### src/rtl/maskport_pkg.sv
// Shared constants and types for the masked-access GPIO port.
// Assumes a 12-bit byte address space per port instance.
package maskport_pkg;
    localparam int ADDR_W = 12;
    localparam int DATA_W = 32;
    localparam int MASK_W = 8;
    localparam int MAX_PINS = 8;

    // Config register select, decoded from byte address bits 3:2 of the config page.
    typedef enum logic [1:0] {
        CFG_DIR  = 2'd0,
        CFG_ALT  = 2'd1,
        CFG_PULL = 2'd2,
        CFG_NONE = 2'd3
    } cfg_sel_e;

    // Result of address decoding for one bus access.
    typedef struct packed {
        logic              win_hit;
        logic              cfg_hit;
        cfg_sel_e          cfg;
        logic [MASK_W-1:0] mask;
    } dec_t;
endpackage

### src/rtl/maskport_decode.sv
// Address decoder. Page 0 (bits 11:10 = 00) is the masked data window, with
// address bits 9:2 as the pin mask. Page 1 (bits 11:10 = 01) holds the config
// registers at word offsets 0..2; everything else is unmapped.
// Assumes byte addresses with bits 1:0 ignored.
module maskport_decode
    import maskport_pkg::*;
(
    input  logic [ADDR_W-1:0] addr,
    output dec_t              dec
);
    localparam logic [1:0] PAGE_WIN = 2'b00;
    localparam logic [1:0] PAGE_CFG = 2'b01;

    // Split the address into window mask or config selection.
    always_comb begin
        dec         = '0;
        dec.cfg     = CFG_NONE;
        dec.mask    = addr[9:2];
        dec.win_hit = (addr[11:10] == PAGE_WIN);
        if (addr[11:10] == PAGE_CFG && addr[9:4] == '0 &&
            addr[3:2] != 2'd3) begin
            dec.cfg_hit = 1'b1;
            dec.cfg     = cfg_sel_e'(addr[3:2]);
        end
    end
endmodule

### src/rtl/maskport_regs.sv
// Register bank: data, direction, alternate-select and pull-up.
// The data register is written through a per-pin mask. Config registers are
// written whole. Only PINS bits exist, so upper write data bits are dropped.
// Assumes at most one register is written per cycle.
module maskport_regs
    import maskport_pkg::*;
#(
    parameter int PINS = 8
) (
    input  logic              clk,
    input  logic              rst_n,
    input  logic              wr_en,
    input  dec_t              dec,
    input  logic [DATA_W-1:0] wdata,
    output logic [PINS-1:0]   data_q,
    output logic [PINS-1:0]   dir_q,
    output logic [PINS-1:0]   alt_q,
    output logic [PINS-1:0]   pull_q
);
    logic [PINS-1:0] pin_mask;
    logic [PINS-1:0] wbits;
    logic            win_wr;

    assign pin_mask = dec.mask[PINS-1:0];
    assign wbits    = wdata[PINS-1:0];
    assign win_wr   = wr_en && dec.win_hit;

    // Masked update of the data register; unmasked pins hold.
    always_ff @(posedge clk) begin
        if (!rst_n)      data_q <= '0;
        else if (win_wr) data_q <= (data_q & ~pin_mask) | (wbits & pin_mask);
    end

    // Whole-register update of the three config registers.
    always_ff @(posedge clk) begin
        if (!rst_n) begin
            dir_q  <= '0;
            alt_q  <= '0;
            pull_q <= '0;
        end else if (wr_en && dec.cfg_hit) begin
            case (dec.cfg)
                CFG_DIR:  dir_q  <= wbits;
                CFG_ALT:  alt_q  <= wbits;
                CFG_PULL: pull_q <= wbits;
                default:  ;
            endcase
        end
    end

    // pins outside the mask keep their previous value.
    a_r2_keep_unmasked: assert property (@(posedge clk) disable iff (!rst_n)
        win_wr |=> (((data_q ^ $past(data_q)) & ~$past(pin_mask)) == '0));

    // pins inside the mask take the written value.
    a_r2_take_masked: assert property (@(posedge clk) disable iff (!rst_n)
        win_wr |=> ((data_q & $past(pin_mask)) == ($past(wbits) & $past(pin_mask))));
endmodule

### src/rtl/maskport_sync.sv
// Multi-stage synchroniser for asynchronous pad inputs, one chain per pin.
// It has no reset: the chains only carry the pin level and settle within
// STAGES clocks.
module maskport_sync #(
    parameter int PINS   = 8,
    parameter int STAGES = 2
) (
    input  logic            clk,
    input  logic [PINS-1:0] async_in,
    output logic [PINS-1:0] sync_out
);
    logic [STAGES-1:0][PINS-1:0] chain;

    for (genvar s = 0; s < STAGES; s++) begin : g_stage
        if (s == 0) begin : g_first
            // First stage captures the raw pad level.
            always_ff @(posedge clk) chain[0] <= async_in;
        end else begin : g_next
            // Later stages shift the captured level along.
            always_ff @(posedge clk) chain[s] <= chain[s-1];
        end
    end

    assign sync_out = chain[STAGES-1];
endmodule

### src/rtl/maskport_padmux.sv
// Per-pin pad multiplexer. Pins with the alternate bit set are driven by the
// peripheral; the rest are driven by the port's data and direction.
// Pull-up always comes from the port register.
module maskport_padmux #(
    parameter int PINS = 8
) (
    input  logic [PINS-1:0] data_q,
    input  logic [PINS-1:0] dir_q,
    input  logic [PINS-1:0] alt_q,
    input  logic [PINS-1:0] pull_q,
    input  logic [PINS-1:0] alt_out,
    input  logic [PINS-1:0] alt_oe,
    output logic [PINS-1:0] pad_out,
    output logic [PINS-1:0] pad_oe,
    output logic [PINS-1:0] pad_pu
);
    for (genvar b = 0; b < PINS; b++) begin : g_pin
        // Select the owner of pin b.
        always_comb begin
            pad_out[b] = alt_q[b] ? alt_out[b] : data_q[b];
            pad_oe[b]  = alt_q[b] ? alt_oe[b]  : dir_q[b];
            pad_pu[b]  = pull_q[b];
        end
    end
endmodule

### src/rtl/maskport_top.sv
// GPIO port of PINS pins (1..8) with a masked data window.
// Reads are combinational and are driven only while bus_sel is high and
// bus_wr is low. Writes take effect at the sampling clock edge.
// Assumes the bus holds each access for one cycle.
module maskport_top
    import maskport_pkg::*;
#(
    parameter int PINS = 8
) (
    input  logic              clk,
    input  logic              rst_n,
    input  logic              bus_sel,
    input  logic              bus_wr,
    input  logic [11:0]       bus_addr,
    input  logic [31:0]       bus_wdata,
    output logic [31:0]       bus_rdata,
    input  logic [PINS-1:0]   pin_in,
    input  logic [PINS-1:0]   alt_out,
    input  logic [PINS-1:0]   alt_oe,
    output logic [PINS-1:0]   pad_out,
    output logic [PINS-1:0]   pad_oe,
    output logic [PINS-1:0]   pad_pu
);
    localparam int SYNC_STAGES = 2;

    dec_t            dec;
    logic [PINS-1:0] data_q, dir_q, alt_q, pull_q, pin_sync;
    logic [PINS-1:0] win_val;
    logic            wr_en, rd_en;

    assign wr_en = bus_sel && bus_wr;
    assign rd_en = bus_sel && !bus_wr;

    maskport_decode u_dec (.addr(bus_addr), .dec(dec));

    maskport_regs #(.PINS(PINS)) u_regs (
        .clk(clk), .rst_n(rst_n), .wr_en(wr_en), .dec(dec), .wdata(bus_wdata),
        .data_q(data_q), .dir_q(dir_q), .alt_q(alt_q), .pull_q(pull_q)
    );

    maskport_sync #(.PINS(PINS), .STAGES(SYNC_STAGES)) u_sync (
        .clk(clk), .async_in(pin_in), .sync_out(pin_sync)
    );

    maskport_padmux #(.PINS(PINS)) u_mux (
        .data_q(data_q), .dir_q(dir_q), .alt_q(alt_q), .pull_q(pull_q),
        .alt_out(alt_out), .alt_oe(alt_oe),
        .pad_out(pad_out), .pad_oe(pad_oe), .pad_pu(pad_pu)
    );

    // Outputs read the data register; inputs read the synchronised pin.
    assign win_val = ((dir_q & data_q) | (~dir_q & pin_sync)) & dec.mask[PINS-1:0];

    // Read-back multiplexer; absent bits and unmapped addresses give zero.
    always_comb begin
        bus_rdata = '0;
        if (rd_en) begin
            if (dec.win_hit) begin
                bus_rdata[PINS-1:0] = win_val;
            end else if (dec.cfg_hit) begin
                case (dec.cfg)
                    CFG_DIR:  bus_rdata[PINS-1:0] = dir_q;
                    CFG_ALT:  bus_rdata[PINS-1:0] = alt_q;
                    CFG_PULL: bus_rdata[PINS-1:0] = pull_q;
                    default:  bus_rdata = '0;
                endcase
            end
        end
    end

    // Cycles-since-reset counter, so that the synchroniser check never reaches before reset.
    logic [1:0] warm;
    always_ff @(posedge clk) begin
        if (!rst_n)              warm <= '0;
        else if (warm != 2'd3)   warm <= warm + 2'd1;
    end

    // an input-pin read shows the pin level from two edges earlier.
    a_r4_two_flop: assert property (@(posedge clk) disable iff (!rst_n)
        (warm == 2'd3 && rd_en && dec.win_hit) |->
        (((bus_rdata[PINS-1:0] ^ $past(pin_in, 2)) & ~dir_q & dec.mask[PINS-1:0]) == '0));

    // a direction write shows on pad_oe for port-owned pins.
    a_r7_dir_to_pad: assert property (@(posedge clk) disable iff (!rst_n)
        (wr_en && dec.cfg_hit && dec.cfg == CFG_DIR) |=>
        (((pad_oe ^ $past(bus_wdata[PINS-1:0])) & ~alt_q) == '0));

    // a pull-up write shows on pad_pu whatever the alternate select.
    a_r9_pull_to_pad: assert property (@(posedge clk) disable iff (!rst_n)
        (wr_en && dec.cfg_hit && dec.cfg == CFG_PULL) |=>
        (pad_pu == $past(bus_wdata[PINS-1:0])));

    // read data above the implemented pins is always zero.
    a_r6_upper_zero: assert property (@(posedge clk) disable iff (!rst_n)
        rd_en |-> (bus_rdata[31:PINS] == '0));
endmodule

### config.mk
export PLATFORM = sky130hd
export DESIGN_NAME = maskport_top
export DESIGN_NICKNAME = d
export VERILOG_FILES = /design/src/rtl/maskport_pkg.sv /design/src/rtl/maskport_decode.sv /design/src/rtl/maskport_regs.sv /design/src/rtl/maskport_sync.sv /design/src/rtl/maskport_padmux.sv /design/src/rtl/maskport_top.sv
export SDC_FILE = /design/constraint.sdc
export NUM_CORES = 1
export LEC_CHECK = 0
export CORE_UTILIZATION = 55
export DETAILED_ROUTE_END_ITERATION = 8
export DONT_BUFFER_PORTS = 1
export PLACE_DENSITY_LB_ADDON = 0.25
export SYNTH_ARGS = -nofsm -noshare
export SYNTH_HDL_FRONTEND = slang
export SYNTH_SLANG_ARGS = --single-unit
export TNS_END_PERCENT = 30
### constraint.sdc
create_clock -name clk -period 1.45 [get_ports clk]
set_clock_uncertainty 0.1 [all_clocks]
set_input_delay 0.145 -clock clk [delete_from_list [all_inputs] [get_ports clk]]
set_output_delay 0.145 -clock clk [all_outputs]
set_load 0.01 [all_outputs]
==> impl_results.md <==
- Initial antenna violation count: 0
- Synth top area share: 39.8%
- Yosys reg bits: 48
- WP data required: 1.21 ns
- P&R area growth vs syn: 26.3%
- Grt ovf: 0
- Min Tclk post-route: 1.52 ns
- Failing checks: negative setup slack
- Clk buf depth: 2
- Crit path to: bus_rdata[7]
- Antenna Nets Post-Route: 0
- Top-count cell post-synth: dfxtp_1
- Slowest stage delay, CP: 0.37 ns
- Post-synth ARST share: 0%
- Hold_ws: 0.00153 ns
- Die W: 68.2 um
- Routed WL: 5.65 mm
- Wirelength per Cell: 16.9 um
- Port Buf Inserts: 0
- Setup CP Type: flip-flop to output port
- VDD IR max: 0.651 mV
- Remaining DRCs: 0
- GRT Total Usage: 25.9%
- Library cells used by synthesis: 27
- Core ar.: 4120 um2
- Final net count: 355
- Max cap viols: 0
- CTS sink count: 48
- Final core utilization: 74.1%
- Setup violators final: 8
- Initial Utilization: 58.7%
- Avg Cell Area, Syn: 10.3 um2
- Cell taking the most area after synthesis: dfxtp_1
- Fin. Hold Viols: 0
- Status: finished, violations left
- CTS tree: yes
- H-tree levels: 2
- Fmax: 0.659 GHz
- FF-to-FF setup slack: 0.05 ns
- First-pass GRT wire length: 8.69 mm
- Startpoint Class: flip-flop
- Largest net degree at the start of global routing: 41
- Cells after synthesis: 235
- Vias in the first global route: 1865
- Ant. Diodes: 0
- Cells on worst reg2reg path: 3
- Worst hold path type: primary input to flip-flop
- Worst-path cell chain: mux2_4 -> nand3_2 -> a22oi_2 -> buf_4
- Power Dens Cells: 774 nW/um2
- Max Slew Vio Count: 0
- CP endpoint kind: output port
- Fraction of layout cells with a size suffix above 1: 33.8%
- Clk Latency, worst-skew pair: 0.31 ns
- YS warnings: 0
- RSZ-0062 raised after global routing: true
- Synth top area cells: dfxtp_1 (40%), mux2i_1 (12%), mux2_2 (12%)
- Final Cycle Share: 105%
- Num rows: 23
- DR vias/cell: 5.58
- Mapped Area: 2410 um2
- Worst-path clk slew: 0.09 ns
- Ys flop type: dfxtp_1
- Setup ws final: -0.0685 ns
- Cts bufs inserted: 5
- GPL Wtd Cong: 0.764
- Post-synth top cells: dfxtp_1 (48), nand2_1 (32), mux2i_1 (30)
- Top fanout value on the critical path: 4
- Slowest cell on crit path: dfxtp_2
- Ports: 128
- Sequential area share after synthesis: 39.8%
- Crit path launch: u_regs.dir_q[7]$_SDFFE_PN0P_
- DRT Pass-1 Iters: 4
- Die height: 68.2 um
- Leak: 1.43 nW
- Worst path arrival time: 1.27 ns
- Via Count: 1863
- HPWL Detailed: 3.61 mm
- Initial DRC Count: 106
- CTS root buf: clkbuf_8
- Die ar.: 4660 um2
- Post-synth EDFFs: 0
cell usage in the layout, fill, tap and decap left out, drive strengths merged:
| master | synthesis | layout |
|---|---|---|
| dfxtp | 48 | 48 |
| nand2 | 32 | 32 |
| mux2i | 30 | 30 |
| dlygate4sd3 | 0 | 26 |
| mux2 | 26 | 26 |
| conb | 1 | 24 |
| buf | 26 | 24 |
| nand3 | 9 | 9 |
| and3 | 8 | 8 |
| o21a | 8 | 8 |
| a21boi | 8 | 8 |
| a2bb2oi | 7 | 7 |
| o21ai | 6 | 6 |
| clkbuf | 6 | 5 |
| nand4 | 4 | 4 |
| nor2b | 3 | 3 |
| clkinv | 0 | 3 |
| nor2 | 2 | 2 |
| a21oi | 2 | 2 |
| nand4b | 2 | 2 |
| a22oi | 2 | 2 |
| nor4b | 2 | 2 |
| nor4 | 1 | 1 |
| and2 | 1 | 1 |
| and4bb | 1 | 1 |
worst max-delay path: cells and delay by family, from the launching register on:
kind                   cells  cell delay [ns]
muxes                      1             0.31
and+or+nand+nor            1             0.07
DFF                        1             0.37
AOI/OAI and AO/OA          1             0.07
buffers and inverters      1             0.15
worst min-delay path by stage:
| stage | end | slack, ns | cells after the start | start |
|---|---|---|---|---|
| after floorplan | u_sync.chain[0]$_DFF_P_ | 0.07 | 0 | pin_in[0] |
| after global placement | u_sync.chain[5]$_DFF_P_ | 0.07 | 0 | pin_in[5] |
| after CTS | flip-flop | 0.004 | 2 | bus_wdata[0] |
| after detailed placement | u_sync.chain[0]$_DFF_P_ | 0.07 | 0 | pin_in[0] |
| final | flip-flop | 0.002 | 2 | bus_wdata[0] |
| after global routing | flip-flop | 0.01 | 2 | bus_wdata[0] |
report_power, final:
group          internal [mW]  switching (mW)
Combinational          0.110           0.107
Sequential              1.34         0.00735
Clock                  0.337           0.462
what timing repair did:
item | in CTS | in global routing
setup buffers | 4 | 0
hold buffers | 27 | 0
pin swaps | 10 | 1
endpoints found under the hold margin | 40 | 0
resized for setup | 37 | 16
gates cloned | 0 | 0
setup endpoints to repair | 8 | 11
metal layers:
layer / up-vias / GRT usage, % / wire (um)
met3: 9 / 6.67 / 345
met5: - / 0 / 0
met4: 0 / 11.5 / 104
met1: 895 / 29.8 / 2410
li1: 887 / - / -
met2: 72 / 44.9 / 2800
logic make-up after synthesis:
group	count (synthesis)	synth area share (%)
compound gates	33	9.80
simple gates	65	16.9
mux	56	24.6
flops	48	39.8
other cells	1	0.155
buf+inv	32	8.76
cell type report:
cell class                 instances  area (um2)
clock buffer                       5        68.8
clock inverter                     3        18.8
fill                             296        1070
multi-input combinational        178        1460
sequential                        48         986
tap                               50        62.6
timing repair buffer              50         453
per-stage QoR:
stage                     power [mW]  setup WS [ns]  instances  setup TNS, ns  instance area, um2
after floorplan                 1.55         -0.122        258         -0.770                2500
after global placement          1.50         0.0789        295              0                2490
after detailed placement        1.50         0.0710        295              0                2490
after CTS                       2.38        -0.0797        334         -0.341                2990
after global routing            2.44         -0.113        334         -0.619                3050
final                           2.36        -0.0685        334         -0.279                3050
(Power assumes the default switching activity.)
